===== src/rtl/dcb_walker_pkg.sv =====
package dcb_walker_pkg;
  typedef enum logic [1:0] {F_NEXT, F_INFO, F_STAT, F_PTR} fetch_e;

  typedef struct packed {
    logic loadBase;
    logic capWord;
    logic capMover;
    logic incIdx;
    logic advance;
    logic setErr;
  } dcbw_strobe_t;

  localparam int unsigned DONE_BIT  = 31;
  localparam int unsigned EOF_BIT   = 17;
  localparam int unsigned LEN_ALIGN = 7;
  localparam int unsigned WORD_ALIGN = 3;
  localparam int unsigned CNT_W     = 4;
endpackage


===== src/rtl/dcb_walker_dpath.sv =====
module dcb_walker_dpath
  import dcb_walker_pkg::*;
#(
  parameter int unsigned ADDR_W = 32
) (
  input  logic                 clk,
  input  logic                 rstN,
  input  dcbw_strobe_t         strb,
  input  fetch_e               fetchKind,
  input  logic [ADDR_W-1:0]    startAddr,
  input  logic [CNT_W-1:0]     cfgBlocks,
  input  logic                 cfgExtract,
  input  logic [63:0]          rdData,
  input  logic [31:0]          moverStatus,
  output logic [ADDR_W-1:0]    rdAddr,
  output logic [ADDR_W-1:0]    wrAddr,
  output logic [63:0]          wrData,
  output logic [63:0]          blkPtr,
  output logic [31:0]          blkStatus,
  output logic [63:0]          blkInfo,
  output logic                 errFlag,
  output logic                 startBad,
  output logic                 ptrBad,
  output logic                 lastBlk,
  output logic                 nextZero,
  output logic                 nextBad,
  output logic                 wbEof
);
  localparam int unsigned PAD_W = ADDR_W - CNT_W - 4;

  logic [ADDR_W-1:0] baseAddr;
  logic [63:0]       nextWord, infoWord, statWord, ptrWord;
  logic [CNT_W-1:0]  blkIdx, blkCnt;
  logic              extModeQ;
  logic [ADDR_W-1:0] pairOff, fetchOff;

  assign pairOff = {{PAD_W{1'b0}}, blkIdx, 4'b0000};

  always_comb begin
    case (fetchKind)
      F_NEXT:  fetchOff = '0;
      F_INFO:  fetchOff = ADDR_W'(8);
      F_STAT:  fetchOff = pairOff + ADDR_W'(16);
      default: fetchOff = pairOff + ADDR_W'(24);
    endcase
  end

  assign rdAddr    = baseAddr + fetchOff;
  assign wrAddr    = baseAddr + pairOff + ADDR_W'(16);
  assign wrData    = {statWord[63:32], statWord[31:0] | (32'd1 << DONE_BIT)};
  assign blkPtr    = ptrWord;
  assign blkStatus = statWord[31:0];
  assign blkInfo   = infoWord;

  assign startBad = (startAddr[WORD_ALIGN-1:0] != '0) || (cfgBlocks == '0);
  assign ptrBad   = extModeQ && ((ptrWord[WORD_ALIGN-1:0] != '0) ||
                                 (statWord[LEN_ALIGN-1:0] != '0));
  assign lastBlk  = (blkIdx == blkCnt - CNT_W'(1));
  assign nextZero = (nextWord == 64'd0);
  assign nextBad  = (nextWord[WORD_ALIGN-1:0] != '0);
  assign wbEof    = statWord[EOF_BIT];

  always_ff @(posedge clk) begin
    if (!rstN) begin
      baseAddr <= '0;
      nextWord <= '0;
      infoWord <= '0;
      statWord <= '0;
      ptrWord  <= '0;
      blkIdx   <= '0;
      blkCnt   <= '0;
      extModeQ <= 1'b0;
      errFlag  <= 1'b0;
    end else begin
      if (strb.loadBase) begin
        baseAddr <= startAddr;
        blkIdx   <= '0;
        blkCnt   <= cfgBlocks;
        extModeQ <= cfgExtract;
      end
      if (strb.advance) begin
        baseAddr <= nextWord[ADDR_W-1:0];
        blkIdx   <= '0;
      end
      if (strb.incIdx) blkIdx <= blkIdx + CNT_W'(1);
      if (strb.capWord) begin
        case (fetchKind)
          F_NEXT:  nextWord <= rdData;
          F_INFO:  infoWord <= rdData;
          F_STAT:  statWord <= rdData;
          default: ptrWord  <= rdData;
        endcase
      end
      if (strb.capMover) statWord[31:0] <= moverStatus;
      if (strb.setErr) errFlag <= 1'b1;
    end
  end

  assert_err_sticky_R11: assert property (@(posedge clk) disable iff (!rstN)
    errFlag |=> errFlag);

  assert_base_aligned_R8: assert property (@(posedge clk) disable iff (!rstN)
    baseAddr[WORD_ALIGN-1:0] == '0);

  assert_cnt_nonzero_R5: assert property (@(posedge clk) disable iff (!rstN)
    $rose(strb.loadBase) |=> blkCnt != '0);
endmodule


===== src/rtl/dcb_walker_ctrl.sv =====
module dcb_walker_ctrl
  import dcb_walker_pkg::*;
(
  input  logic         clk,
  input  logic         rstN,
  input  logic         start,
  input  logic         startBad,
  input  logic         errFlag,
  input  logic         ptrBad,
  input  logic         lastBlk,
  input  logic         nextZero,
  input  logic         nextBad,
  input  logic         wbEof,
  input  logic         rdValid,
  input  logic         wrAck,
  input  logic         blkReady,
  output dcbw_strobe_t strb,
  output fetch_e       fetchKind,
  output logic         rdReq,
  output logic         wrReq,
  output logic         blkValid,
  output logic         busy,
  output logic         irqFrame,
  output logic         irqList
);
  typedef enum logic [2:0] {S_IDLE, S_FETCH, S_CHECK, S_MOVE, S_WB, S_NEXT} state_e;

  state_e state, nextState;
  fetch_e kindQ, kindNext;

  assign fetchKind = kindQ;
  assign busy      = (state != S_IDLE);

  always_comb begin
    nextState = state;
    kindNext  = kindQ;
    strb      = '0;
    rdReq     = 1'b0;
    wrReq     = 1'b0;
    blkValid  = 1'b0;
    case (state)
      S_IDLE: begin
        if (start && !errFlag) begin
          if (startBad) begin
            strb.setErr = 1'b1;
          end else begin
            strb.loadBase = 1'b1;
            kindNext      = F_NEXT;
            nextState     = S_FETCH;
          end
        end
      end
      S_FETCH: begin
        rdReq = 1'b1;
        if (rdValid) begin
          strb.capWord = 1'b1;
          case (kindQ)
            F_NEXT:  kindNext = F_INFO;
            F_INFO:  kindNext = F_STAT;
            F_STAT:  kindNext = F_PTR;
            default: nextState = S_CHECK;
          endcase
        end
      end
      S_CHECK: begin
        if (ptrBad) begin
          strb.setErr = 1'b1;
          nextState   = S_IDLE;
        end else begin
          nextState = S_MOVE;
        end
      end
      S_MOVE: begin
        blkValid = 1'b1;
        if (blkReady) begin
          strb.capMover = 1'b1;
          nextState     = S_WB;
        end
      end
      S_WB: begin
        wrReq = 1'b1;
        if (wrAck) begin
          if (lastBlk) begin
            nextState = S_NEXT;
          end else begin
            strb.incIdx = 1'b1;
            kindNext    = F_STAT;
            nextState   = S_FETCH;
          end
        end
      end
      S_NEXT: begin
        if (nextZero) begin
          nextState = S_IDLE;
        end else if (nextBad) begin
          strb.setErr = 1'b1;
          nextState   = S_IDLE;
        end else begin
          strb.advance = 1'b1;
          kindNext     = F_NEXT;
          nextState    = S_FETCH;
        end
      end
      default: nextState = S_IDLE;
    endcase
  end

  always_ff @(posedge clk) begin
    if (!rstN) begin
      state    <= S_IDLE;
      kindQ    <= F_NEXT;
      irqFrame <= 1'b0;
      irqList  <= 1'b0;
    end else begin
      state    <= nextState;
      kindQ    <= kindNext;
      irqFrame <= (state == S_WB) && wrAck && wbEof;
      irqList  <= (state == S_NEXT) && nextZero;
    end
  end

  assert_no_rd_during_wr_R4: assert property (@(posedge clk) disable iff (!rstN)
    wrReq && !wrAck |=> wrReq && !rdReq);

  assert_halt_after_err_R8: assert property (@(posedge clk) disable iff (!rstN)
    $rose(errFlag) |-> !busy);
endmodule


===== src/rtl/dcb_walker.sv =====
module dcb_walker
  import dcb_walker_pkg::*;
#(
  parameter int unsigned ADDR_W = 32
) (
  input  logic              clk,
  input  logic              rstN,
  input  logic              start,
  input  logic [ADDR_W-1:0] startAddr,
  input  logic [3:0]        cfgBlocks,
  input  logic              cfgExtract,
  output logic              rdReq,
  output logic [ADDR_W-1:0] rdAddr,
  input  logic              rdValid,
  input  logic [63:0]       rdData,
  output logic              wrReq,
  output logic [ADDR_W-1:0] wrAddr,
  output logic [63:0]       wrData,
  input  logic              wrAck,
  output logic              blkValid,
  input  logic              blkReady,
  output logic [63:0]       blkPtr,
  output logic [31:0]       blkStatus,
  output logic [63:0]       blkInfo,
  input  logic [31:0]       moverStatus,
  output logic              busy,
  output logic              irqFrame,
  output logic              irqList,
  output logic              errFlag
);
  dcbw_strobe_t strb;
  fetch_e       fetchKind;
  logic startBad, ptrBad, lastBlk, nextZero, nextBad, wbEof;

  dcb_walker_ctrl ctrl_i (
    .clk(clk), .rstN(rstN), .start(start), .startBad(startBad),
    .errFlag(errFlag), .ptrBad(ptrBad), .lastBlk(lastBlk),
    .nextZero(nextZero), .nextBad(nextBad), .wbEof(wbEof),
    .rdValid(rdValid), .wrAck(wrAck), .blkReady(blkReady),
    .strb(strb), .fetchKind(fetchKind), .rdReq(rdReq), .wrReq(wrReq),
    .blkValid(blkValid), .busy(busy), .irqFrame(irqFrame), .irqList(irqList)
  );

  dcb_walker_dpath #(.ADDR_W(ADDR_W)) dpath_i (
    .clk(clk), .rstN(rstN), .strb(strb), .fetchKind(fetchKind),
    .startAddr(startAddr), .cfgBlocks(cfgBlocks), .cfgExtract(cfgExtract),
    .rdData(rdData), .moverStatus(moverStatus),
    .rdAddr(rdAddr), .wrAddr(wrAddr), .wrData(wrData),
    .blkPtr(blkPtr), .blkStatus(blkStatus), .blkInfo(blkInfo),
    .errFlag(errFlag), .startBad(startBad), .ptrBad(ptrBad),
    .lastBlk(lastBlk), .nextZero(nextZero), .nextBad(nextBad), .wbEof(wbEof)
  );

  assert_rd_aligned_R2: assert property (@(posedge clk) disable iff (!rstN)
    rdReq |-> rdAddr[2:0] == 3'b000);

  assert_blk_hold_R3: assert property (@(posedge clk) disable iff (!rstN)
    blkValid && !blkReady |=> blkValid && $stable(blkPtr) && $stable(blkStatus)
                              && $stable(blkInfo));

  assert_wb_hold_R4: assert property (@(posedge clk) disable iff (!rstN)
    wrReq && !wrAck |=> wrReq && $stable(wrAddr) && $stable(wrData));

  assert_frame_irq_src_R6: assert property (@(posedge clk) disable iff (!rstN)
    irqFrame |-> $past(wrReq && wrAck));

  assert_list_stop_R7: assert property (@(posedge clk) disable iff (!rstN)
    irqList |-> !busy && !errFlag);

  assert_quiet_on_err_R8: assert property (@(posedge clk) disable iff (!rstN)
    errFlag |-> !rdReq && !blkValid);
endmodule


===== config.mk =====
export PLATFORM = sky130hd
export DESIGN_NAME = dcb_walker
export DESIGN_NICKNAME = d
export VERILOG_FILES = /design/src/rtl/dcb_walker_pkg.sv /design/src/rtl/dcb_walker_dpath.sv /design/src/rtl/dcb_walker_ctrl.sv /design/src/rtl/dcb_walker.sv
export SDC_FILE = /design/constraint.sdc
export NUM_CORES = 1
export LEC_CHECK = 0
export ABC_AREA = 1
export BUFFER_PORTS_ARGS = -buffer_cell sky130_fd_sc_hd__buf_2
export CORE_MARGIN = 5
export CORE_UTILIZATION = 48
export CTS_BUF_LIST = sky130_fd_sc_hd__clkbuf_8
export DETAILED_ROUTE_END_ITERATION = 8
export GPL_ROUTABILITY_DRIVEN = 0
export HOLD_SLACK_MARGIN = 0.05
export PLACE_DENSITY = 0.79
export RECOVER_POWER = 50
export SETUP_SLACK_MARGIN = 0.3
export SYNTH_ARGS = -nofsm -noshare
export SYNTH_HDL_FRONTEND = slang
export SYNTH_SLANG_ARGS = --single-unit

===== constraint.sdc =====
create_clock -name clk -period 2.4 [get_ports clk]
set_input_delay 0 -clock clk [delete_from_list [all_inputs] [get_ports clk]]
set_output_delay 0 -clock clk [all_outputs]
set_load 0.02 [all_outputs]

Yosys cells after proc, flatten, opt, wreduce, memory -nomap -nowiden
Index checks and enable logic that the tools add are counted.
- bits in registers: 305
- output and inout port bits: 295
- add/sub/neg operators: 7
- equal/unequal tests: 18
- mux-type cells: 50
- bitwise logic cells: 1
- reductions and logical operators: 30
- operator list (operator ; number):
    $mux 32 ; 5
    $pmux 32 s3 ; 1
    $logic_not 64->1 ; 1
    $add 32x32->32 ; 1
    $add 32x5->32 const B ; 1
    $add 32x8->32 ; 1
    $mux 1 ; 21
    $mux 3 ; 7
    $add 8x5->9 const B ; 2
    $mux 2 ; 9
    $pmux 3 s6 ; 1
    $ne 2x2->1 const B ; 8
    $reduce_bool 3->1 ; 5
    $mux 4 ; 3
    $reduce_and 2->1 ; 5
    $reduce_and 9->1 ; 1
    $pmux 2 s4 ; 1
    $reduce_bool 7->1 ; 1
    $eq 3x2->1 const B ; 2
    $eq 3x3->1 const B ; 2
    $pmux 2 s3 ; 1
    $reduce_and 6->1 ; 1
    $reduce_bool 2->1 ; 3
    $logic_and 1x1->1 ; 5
    other kinds (17) ; 18

Longest topological paths before layout
Gate-level depths: netlist (run 1).
- word-level depth: 8
- depth in mapped cells: 17
- mapped depth without buffers: 17

Cells and area by module
Synthesis (run 1) repeated with hierarchy kept, for this count alone.
- cells, all modules: 1914
- area, all modules: 13740.7 um2
- by module, submodules not included (module ; instances ; cells each ; area each (um2)):
    dcb_walker_dpath ; 1 ; 1818 ; 13116.3
    dcb_walker_ctrl ; 1 ; 96 ; 624.3

Least setup slack after synthesis (run 1)
No wires, ideal clock.
- path kind: register to output
- start: reg ctrl_i.kindQ[0] (netlist: ctrl_i.fetchKind[0])
- end: out rdAddr[17]
- arrival time: 2622 ps
- data required time: 2400 ps
- slack: -222 ps
- stages on the path, launching flop included: 15
- path through: dfxtp_1 -> inv_1 -> ha_1 -> clkbuf_1 -> nor2_1 -> nor2_1 -> inv_1 -> fa_1 -> inv_1 -> nand4_1 -> nand3_1 -> nand2_1 -> nor3_1 -> nand2_1 -> xor2_1
- cells in the longest elaborated chain, start to end: 3
- elaborated cells on any way between the ends: 5
- classes of those cells: add/sub (1); eq/ne (2); mux (1); reduce/logical (1)
- RTL lines (item ; RTL line ; text):
    start: declaration ; dcb_walker_ctrl.sv:29 ; fetch_e kindQ, kindNext;
    start signal: assignment ; dcb_walker_ctrl.sv:116 ; kindQ <= kindNext;
    $eq 2x2->1, or another cell as far along ; dcb_walker_dpath.sv:40 ; case (fetchKind)
    $pmux 32 s3 (*) ; dcb_walker_dpath.sv:40 ;
    $add 32x32->32 (*) ; dcb_walker_dpath.sv:48 ; assign rdAddr = baseAddr + fetchOff;
    end: declaration ; dcb_walker.sv:13 ; output logic [ADDR_W-1:0] rdAddr,
Mark *: on every way between the ends. The rest lies on a longest branch, timed or not.

Worst setup path after layout (run 1)
- start: reg dpath_i.baseAddr[7]
- end: out wrAddr[9]
- cells in the longest elaborated chain, start to end: 2
- RTL lines (item ; RTL line ; text):
    start: declaration ; dcb_walker_dpath.sv:31 ; logic [ADDR_W-1:0] baseAddr;
    start signal: assignment ; dcb_walker_dpath.sv:76 ; baseAddr <= startAddr;
    start signal: assignment ; dcb_walker_dpath.sv:82 ; baseAddr <= nextWord[ADDR_W-1:0];
    $add 32x8->32 ; dcb_walker_dpath.sv:49 ; assign wrAddr = baseAddr + pairOff + ADDR_W'(16);
    $add 32x5->32 ; dcb_walker_dpath.sv:49 ;
    end: declaration ; dcb_walker.sv:17 ; output logic [ADDR_W-1:0] wrAddr,
Every way passes these cells.

==> reports/summary.txt, run 1 <==
Simple-gate share of the synthesized area = 27.7%
Synth cell types = 41
Final WL = 61900 microns
Fin Setup TNS = -34.72 ns
Area of the mapped netlist = 13700 sq um
Max-Cap Viols = 0
Ys flop type = dfxtp_1
DR WL/cell = 21.6 microns
Grt ovf = 0
Largest net degree at the start of global routing = 138
Area Growth Syn to Fin = 43.5%
Hpwl dp = 33800 microns
Sink Count = 305
Xor/xnor cell area share of the yosys netlist = 3.51%
Synth Area in Compound Gates = 13.6%
Syn_area_per_cell = 7.23 sq um
Area contributors post-synth = dfxtp_1 45%, nand2_1 11%, nor2_1 7.6%
Synth Net Count = 2059
Slew @ Worst Pin = 0.762 ns
Fin cells = 2865
CP startpoint kind = flop
Post-route ant nets = 0
R2R Setup Slk = 0.22 ns
Clk network pwr share = 42.2%
Row cnt = 61
TritonCTS Buffers = 48
Initial DRC count = 2171
Initial antenna violation count = 2
Final min period = 3.74 ns
# setup viols final = 50
RR Endpoint = dpath_i.baseAddr[12]
WHS Endpoint = dpath_i.extModeQ
Status = finished, violations left
Yosys warns = 0
Worst Skew = 0.0312 ns
Initial Util = 49.0%
Final nets = 2609
Total GRT Usage = 33.4%
Leakage = 8.31 nW
Critical path type = reg2out
Number of fill cells = 2122
PD cells = 559 nW/um^2
First-pass GRT wire length = 86200 microns
Multi-input gate area = 7280 sq um
Die Wd = 179 microns
Longest Clk Path Bufs = 3
Switching pwr = 2.87 mW
Hold path startpoint = start
Share of the yosys chip area belonging to registers = 44.5%
Maximum VDD drop = 0.000426 V
Clock tree from TritonCTS = built
Top-count cell post-synth = nand2_1
Worst Hold Class = in2reg
Hold Path Stages = 7
Post-synthesis instance total = 1898
Share of the clock period used by the worst path = 156%
PnR worst setup slack = -1.34 ns
EDFF count, synth = 0
Layout cells sized above 1 = 20.8%
Critical Path RT = 2.40 ns
Combinational fraction of design power = 10.8%
Worst-Skew Late Latency = 0.57 ns
H-tree levels = 2
Maximum fanout along the worst path = 4
Violated checks = setup timing
Clk root buf = clkbuf_8
Critical Path AT = 3.74 ns
Synth area leader = dfxtp_1
Vias/cell = 5.78
Storage cell area = 6140 sq um
Mux share of post-synthesis cell area = 0%
Total number of vias = 16600
Detailed Routing Iterations Pass 1 = 7
Largest family of logic cells by synthesized area = simple AND/OR/NAND/NOR gates
DIE HEIGHT = 179 microns
IO Port Bufs = 432
Die area = 32100 sq um
Register share of total power = 47.0%
FF+latch count, synth = 305
DRC = 0
Share of the synthesized area in the top cell type = 44.5%
CP endpoint kind = output pin
Int Power = 8.13 mW
CTS clk-pin slew, worst paths = 0.07 ns
Switching share of power = 26.1%
Reg2reg start = ctrl_i.state[1]
R2R depth = 10
Inst Count DP = 2580
Commonest cells post-synth = 414 x nand2_1, 305 x dfxtp_1, 278 x nor2_1, 186 x nand3_1, 176 x a21oi_1
Vias in the first global route = 15800
Post-synthesis adder-cell area fraction = 2.12%
Worst slew margin = 49.2%
Core area = 28000 sq um
Slew Viols, Final = 0
Share of flip-flops with an asynchronous set or reset = 0%
# IOs = 434
RSZ-0062 raised after global routing = yes
Final hold viol count = 0
Peak Freq = 267 MHz
## registers in the layout (all words and copies together) (netlist names)
register / flops
ctrl_i.fetchKind: 2
dpath_i.statWord: 64
ctrl_i.irqList: 1
dpath_i.errFlag: 1
ctrl_i.state: 3
dpath_i.blkIdx: 4
dpath_i.blkPtr: 64
dpath_i.nextWord: 64
ctrl_i.irqFrame: 1
dpath_i.blkInfo: 64
dpath_i.blkCnt: 4
dpath_i.extModeQ: 1
dpath_i.baseAddr: 32
## layout by cell type (no fill, tap or decap), types with 50 or more instances in the layout
cell type      synthesis  final
a21oi_1              176    172
buf_2                 30    148
buf_4                 48     84
buf_6                  3     50
clkbuf_1              78    233
clkbuf_8               0     66
dfxtp_1              305    295
dlygate4sd3_1          0    139
inv_1                 75     78
nand2_1              414    384
nand3_1              186    177
nor2_1               278    261
o21ai_0               79     77
## per-stage QoR
stage	worst slack [ns]	total power [mW]	hold slack [ns]	cell area (sq um)	utilization (%)
finish	-1.34	11.0	0.180	19700	70.3
global route	-1.25	11.4	0.186	19700	70.2
CTS	-0.458	11.0	0.0769	19400	69.1
detailed placement	-0.0394	6.16	0.269	16100	57.6
global placement	0.0625	6.15	0.257	16100	57.6
floorplan	0.141	5.77	0.135	14000	-
## power groups by stage
stage          sequential (mW)  clock [mW]  combinational (mW)
6_report                  5.17        4.65                1.19
5_1_grt                   5.17        4.94                1.26
4_1_cts                   5.16        4.70                1.09
3_5_place_dp              5.28           0               0.881
3_3_place_gp              5.27           0               0.873
2_1_floorplan             5.28           0               0.491
## cell type report
cell class | instances | area share (%)
Tap cell | 378 | 2.40
Antenna cell | 2 | 0.0254
Timing Repair Buffer | 665 | 22.5
Inverter | 83 | 1.66
Clock inverter | 21 | 0.649
Clock buffer | 66 | 4.62
Sequential cell | 305 | 31.2
Multi-Input combinational cell | 1345 | 37.0
## repair_timing
action / CTS / global route
setup buffers: 36 / 20
endpoints found under the hold margin: 295 / 0
cloned: 0 / 1
pin swaps: 32 / 33
setup endpoints to repair: 54 / 76
gates resized for setup: 142 / 96
hold buffers: 139 / 0
## critical path, cell delays in order, from the launching register on
cell and delay, ns:
dfxtp_4 0.38, ha_4 0.17, ha_1 0.49, nand2_1 0.37, o21ai_4 0.45, buf_4 0.18
buf_6 0.09, buf_6 0.08, buf_4 0.11, xor2_1 0.56, buf_4 0.28
## metal layers
metal  share of wire [%]  vias to the layer above  wire length, microns  GRT usage (%)
met5               0.092                        -                    57              0
met2                  45                     1394                 28000           54.3
met4                 7.7                        4                  4760           19.2
li1                    -                     7268                     -              -
met1                  34                     7482                 21000           39.5
met3                  13                      417                  8080           9.51
## how the worst max path moves through the flow
stage | startpoint | depth (start not counted) | endpoint
6_report | dpath_i.baseAddr[7] | 10 | wrAddr[9]
5_1_grt | dpath_i.baseAddr[7] | 10 | wrAddr[9]
4_1_cts | ctrl_i.fetchKind[0] | 14 | rdAddr[13]
3_5_place_dp | dpath_i.blkIdx[3] | 10 | wrAddr[24]
3_3_place_gp | ctrl_i.fetchKind[0] | 13 | rdAddr[13]
2_1_floorplan | ctrl_i.fetchKind[0] | 14 | rdAddr[29]
## cells by family after synthesis
group / after synthesis
buf+inv: 248
flops: 305
xor+xnor: 55
compound gates: 348
other cells: 1
fa+ha+maj: 22
simple gates: 919
Power figures use the tool's default switching activity.
==> run 2, diff against run 1 <==
--- a/config.mk
+++ b/config.mk
@@ -8,7 +8,7 @@
 export ABC_AREA = 1
 export BUFFER_PORTS_ARGS = -buffer_cell sky130_fd_sc_hd__buf_2
 export CORE_MARGIN = 5
-export CORE_UTILIZATION = 48
+export CORE_UTILIZATION = 50
 export CTS_BUF_LIST = sky130_fd_sc_hd__clkbuf_8
 export DETAILED_ROUTE_END_ITERATION = 8
 export GPL_ROUTABILITY_DRIVEN = 0
==> constraint.sdc (replaced) <==
create_clock -name clk -period 4.5 [get_ports clk]
set_input_delay 0 -clock clk [delete_from_list [all_inputs] [get_ports clk]]
set_output_delay 0 -clock clk [all_outputs]
set_load 0.02 [all_outputs]
==> run 2 against run 1 <==
  * The flow finishes with violations (capacitance limit, slew limit)
  * Final cell count shrank 3.0%
  * Design area down 9.0%
  * Largest cell class unchanged
  * First-iteration DRC count shrank 39%
  * Core utilization is 3.8 points lower
  * Critical endpoint is now dpath_i.statWord[26]
==> reports/summary.txt, run 2 (synthesis results as in run 1) <==
Post-route ant nets = 0 (unchanged)
Final nets = 2570 (-1.5%)
First-pass GRT wire length = 82300 microns (-4.6%)
Setup bufs post-CTS = 0 (-100%)
Area Growth Syn to Fin = 30.6%
Final Core Density = 66.4% (-3.8 points)
Die Wd = 176 microns (-1.9%)
Highest cell delay on the worst timing path = 2.09 ns (+1.53 ns)
Core area = 27000 sq um (-3.8%)
Slew @ Worst Pin = 2.88 ns (+2.12 ns)
Row cnt = 60 (-1.6%)
Longest Clk Path Bufs = 3 (unchanged)
Switching pwr = 1.44 mW (-50%)
Leakage = 7.68 nW (-7.5%)
Final WL = 52300 microns (-16%)
RSZ-0062 raised after global routing = no
# setup viols final = 0 (-100%)
Grt ovf = 0 (unchanged)
DIE HEIGHT = 176 microns (-1.9%)
Vias in the first global route = 15300 (-3.3%)
Critical path type = in2reg
Hold Path Stages = 7 (unchanged)
Most used cell, CP = dlygate4sd3_1
Clk network pwr share = 39.8% (-2.4 points)
Maximum VDD drop = 0.000309 V (-27%)
Status = finished, violations left
Critical-path cell list = dlygate4sd3_1 -> buf_4 -> clkbuf_1 -> o21ai_0 -> a31oi_1 -> dlygate4sd3_1
Peak Freq = 241 MHz
Largest net degree at the start of global routing = 101 (-27%)
Placement Setup Slack = 1.43 ns (+1.47 ns)
Hpwl dp = 33500 microns (-0.93%)
Maximum fanout along the worst path = 70 (+66)
Die area = 30800 sq um (-3.8%)
Sink Count = 305 (unchanged)
Max-Cap Viols = 3 (+3)
R2R depth = 10 (unchanged)
CP Depth = 6 (-4)
Final min period = 4.14 ns
Commonest non-fill, non-tap cell in the layout = nand2_1
TritonCTS Buffers = 50 (+4.2%)
Final hold viol count = 0 (unchanged)
Worst Hold Class = in2reg
Worst-Skew Late Latency = 0.56 ns (about the same)
Clk root buf = clkbuf_8
Layout cells sized above 1 = 11.8% (-9.1 points)
DR WL/cell = 18.8 microns (-13%)
Initial antenna violation count = 1 (-1)
Fin cells = 2779 (-3.0%)
Worst-path cell with the longest stage delay = clkbuf_1
Fin Setup TNS = 0 ns (+34.72 ns)
Clock tree from TritonCTS = built
Worst Skew = 0.0491 ns (+0.0178 ns)
IO Port Bufs = 432 (unchanged)
Int Power = 4.07 mW (-50%)
PnR worst setup slack = 0.357 ns (+1.70 ns)
Detailed Routing Iterations Pass 1 = 9 (+2)
Share of the clock period used by the worst path = 92.1%
Number of fill cells = 2301 (+8.4%)
CP top delay family = buffers and inverters
# IOs = 434 (unchanged)
Violated checks = capacitance limit, slew limit
H-tree levels = 2 (unchanged)
Initial DRC count = 1320 (-39%)
Switching share of power = 26.1% (+0.042 points)
Inst Count DP = 2521 (-2.3%)
DRC = 0 (unchanged)
CP startpoint kind = input port
ANT cells = 0 (-2)
PD cells = 307 nW/um^2 (-45%)
Vias/cell = 5.63 (-2.6%)
Combinational fraction of design power = 10.1% (-0.7 points)
WP buf/inv = 4 (-1)
Register share of total power = 50.1% (+3.1 points)
Worst slew margin = -92.3% (-140 points)
Critical Path RT = 5.00 ns (+2.60 ns)
Initial Util = 50.9% (+1.9 points)
Total number of vias = 15700 (-5.5%)
CTS clk-pin slew, worst paths = 0.06 ns (about the same)
Total GRT Usage = 32.5% (-0.95 points)
CP endpoint kind = flop
Commonest cells after routing, fill and taps aside = 411 x nand2_1, 305 x dfxtp_1, 279 x nor2_1, 243 x clkbuf_1, 191 x buf_2
Slew Viols, Final = 176 (+176)
Final total power = 5.51 mW (-50%)
Critical Path AT = 4.65 ns (+0.91 ns)
run 2: layout make-up:
type | count | area, sq um | area share (%)
clock buffers | 56 | 771 | 4.30
repair buffers | 624 | 3730 | 20.8
multi-input cells | 1345 | 6440 | 36.0
flip-flops and latches | 305 | 6110 | 34.1
well taps | 341 | 427 | 2.38
clock inverters | 25 | 116 | 0.650
inverters | 83 | 317 | 1.77
run 2: worst paths after layout:
| check | start | to | slack (ns) |
|---|---|---|---|
| max reg2reg | ctrl_i.state[0] | dpath_i.blkPtr[49] | 0.53 |
| min | start | dpath_i.errFlag | 0.18 |
| min reg2reg | dpath_i.baseAddr[1] | dpath_i.baseAddr[1] | 0.45 |
| max | rstN | dpath_i.statWord[26] | 0.36 |
run 2: stage by stage:
step | cell area (sq um) | hold WS, ns
after CTS | 18200 | 0.143
after detailed placement | 15600 | 0.236
after floorplan | 13700 | 0.135
final | 17900 | 0.178
after global placement | 15600 | 0.234
after global routing | 17900 | 0.190
run 2: layer usage:
metal | part of all wire, % | vias to the layer above | wire, microns | GRT usage (%)
li1 | - | 7184 | - | -
met1 | 38 | 7168 | 19700 | 39.4
met2 | 46 | 1049 | 24100 | 54.0
met3 | 10 | 247 | 5490 | 8.14
met4 | 5.6 | 2 | 2940 | 15.9
met5 | 0.021 | - | 11 | 0
run 2: tightest hold or removal path: stages:
cell and delay, ns:
buf_2 0.10, inv_1 0.04, nor2_1 0.05, inv_1 0.10, o211ai_1 0.15, o21ai_0 0.16
inv_1 0.05
run 2: timing repair:
item / 4_1_cts / 5_1_grt
hold buffers: 177 / 0
resized for setup: 0 / 0
endpoints found under the hold margin: 297 / 0
run 2: power groups by stage:
stage / Clock (mW) / Combinational (mW) / Sequential [mW]
finish: 2.19 / 0.556 / 2.76
global route: 2.36 / 0.601 / 2.76
CTS: 2.22 / 0.546 / 2.76
detailed placement: 0 / 0.450 / 2.81
global placement: 0 / 0.448 / 2.81
floorplan: 0 / 0.257 / 2.81
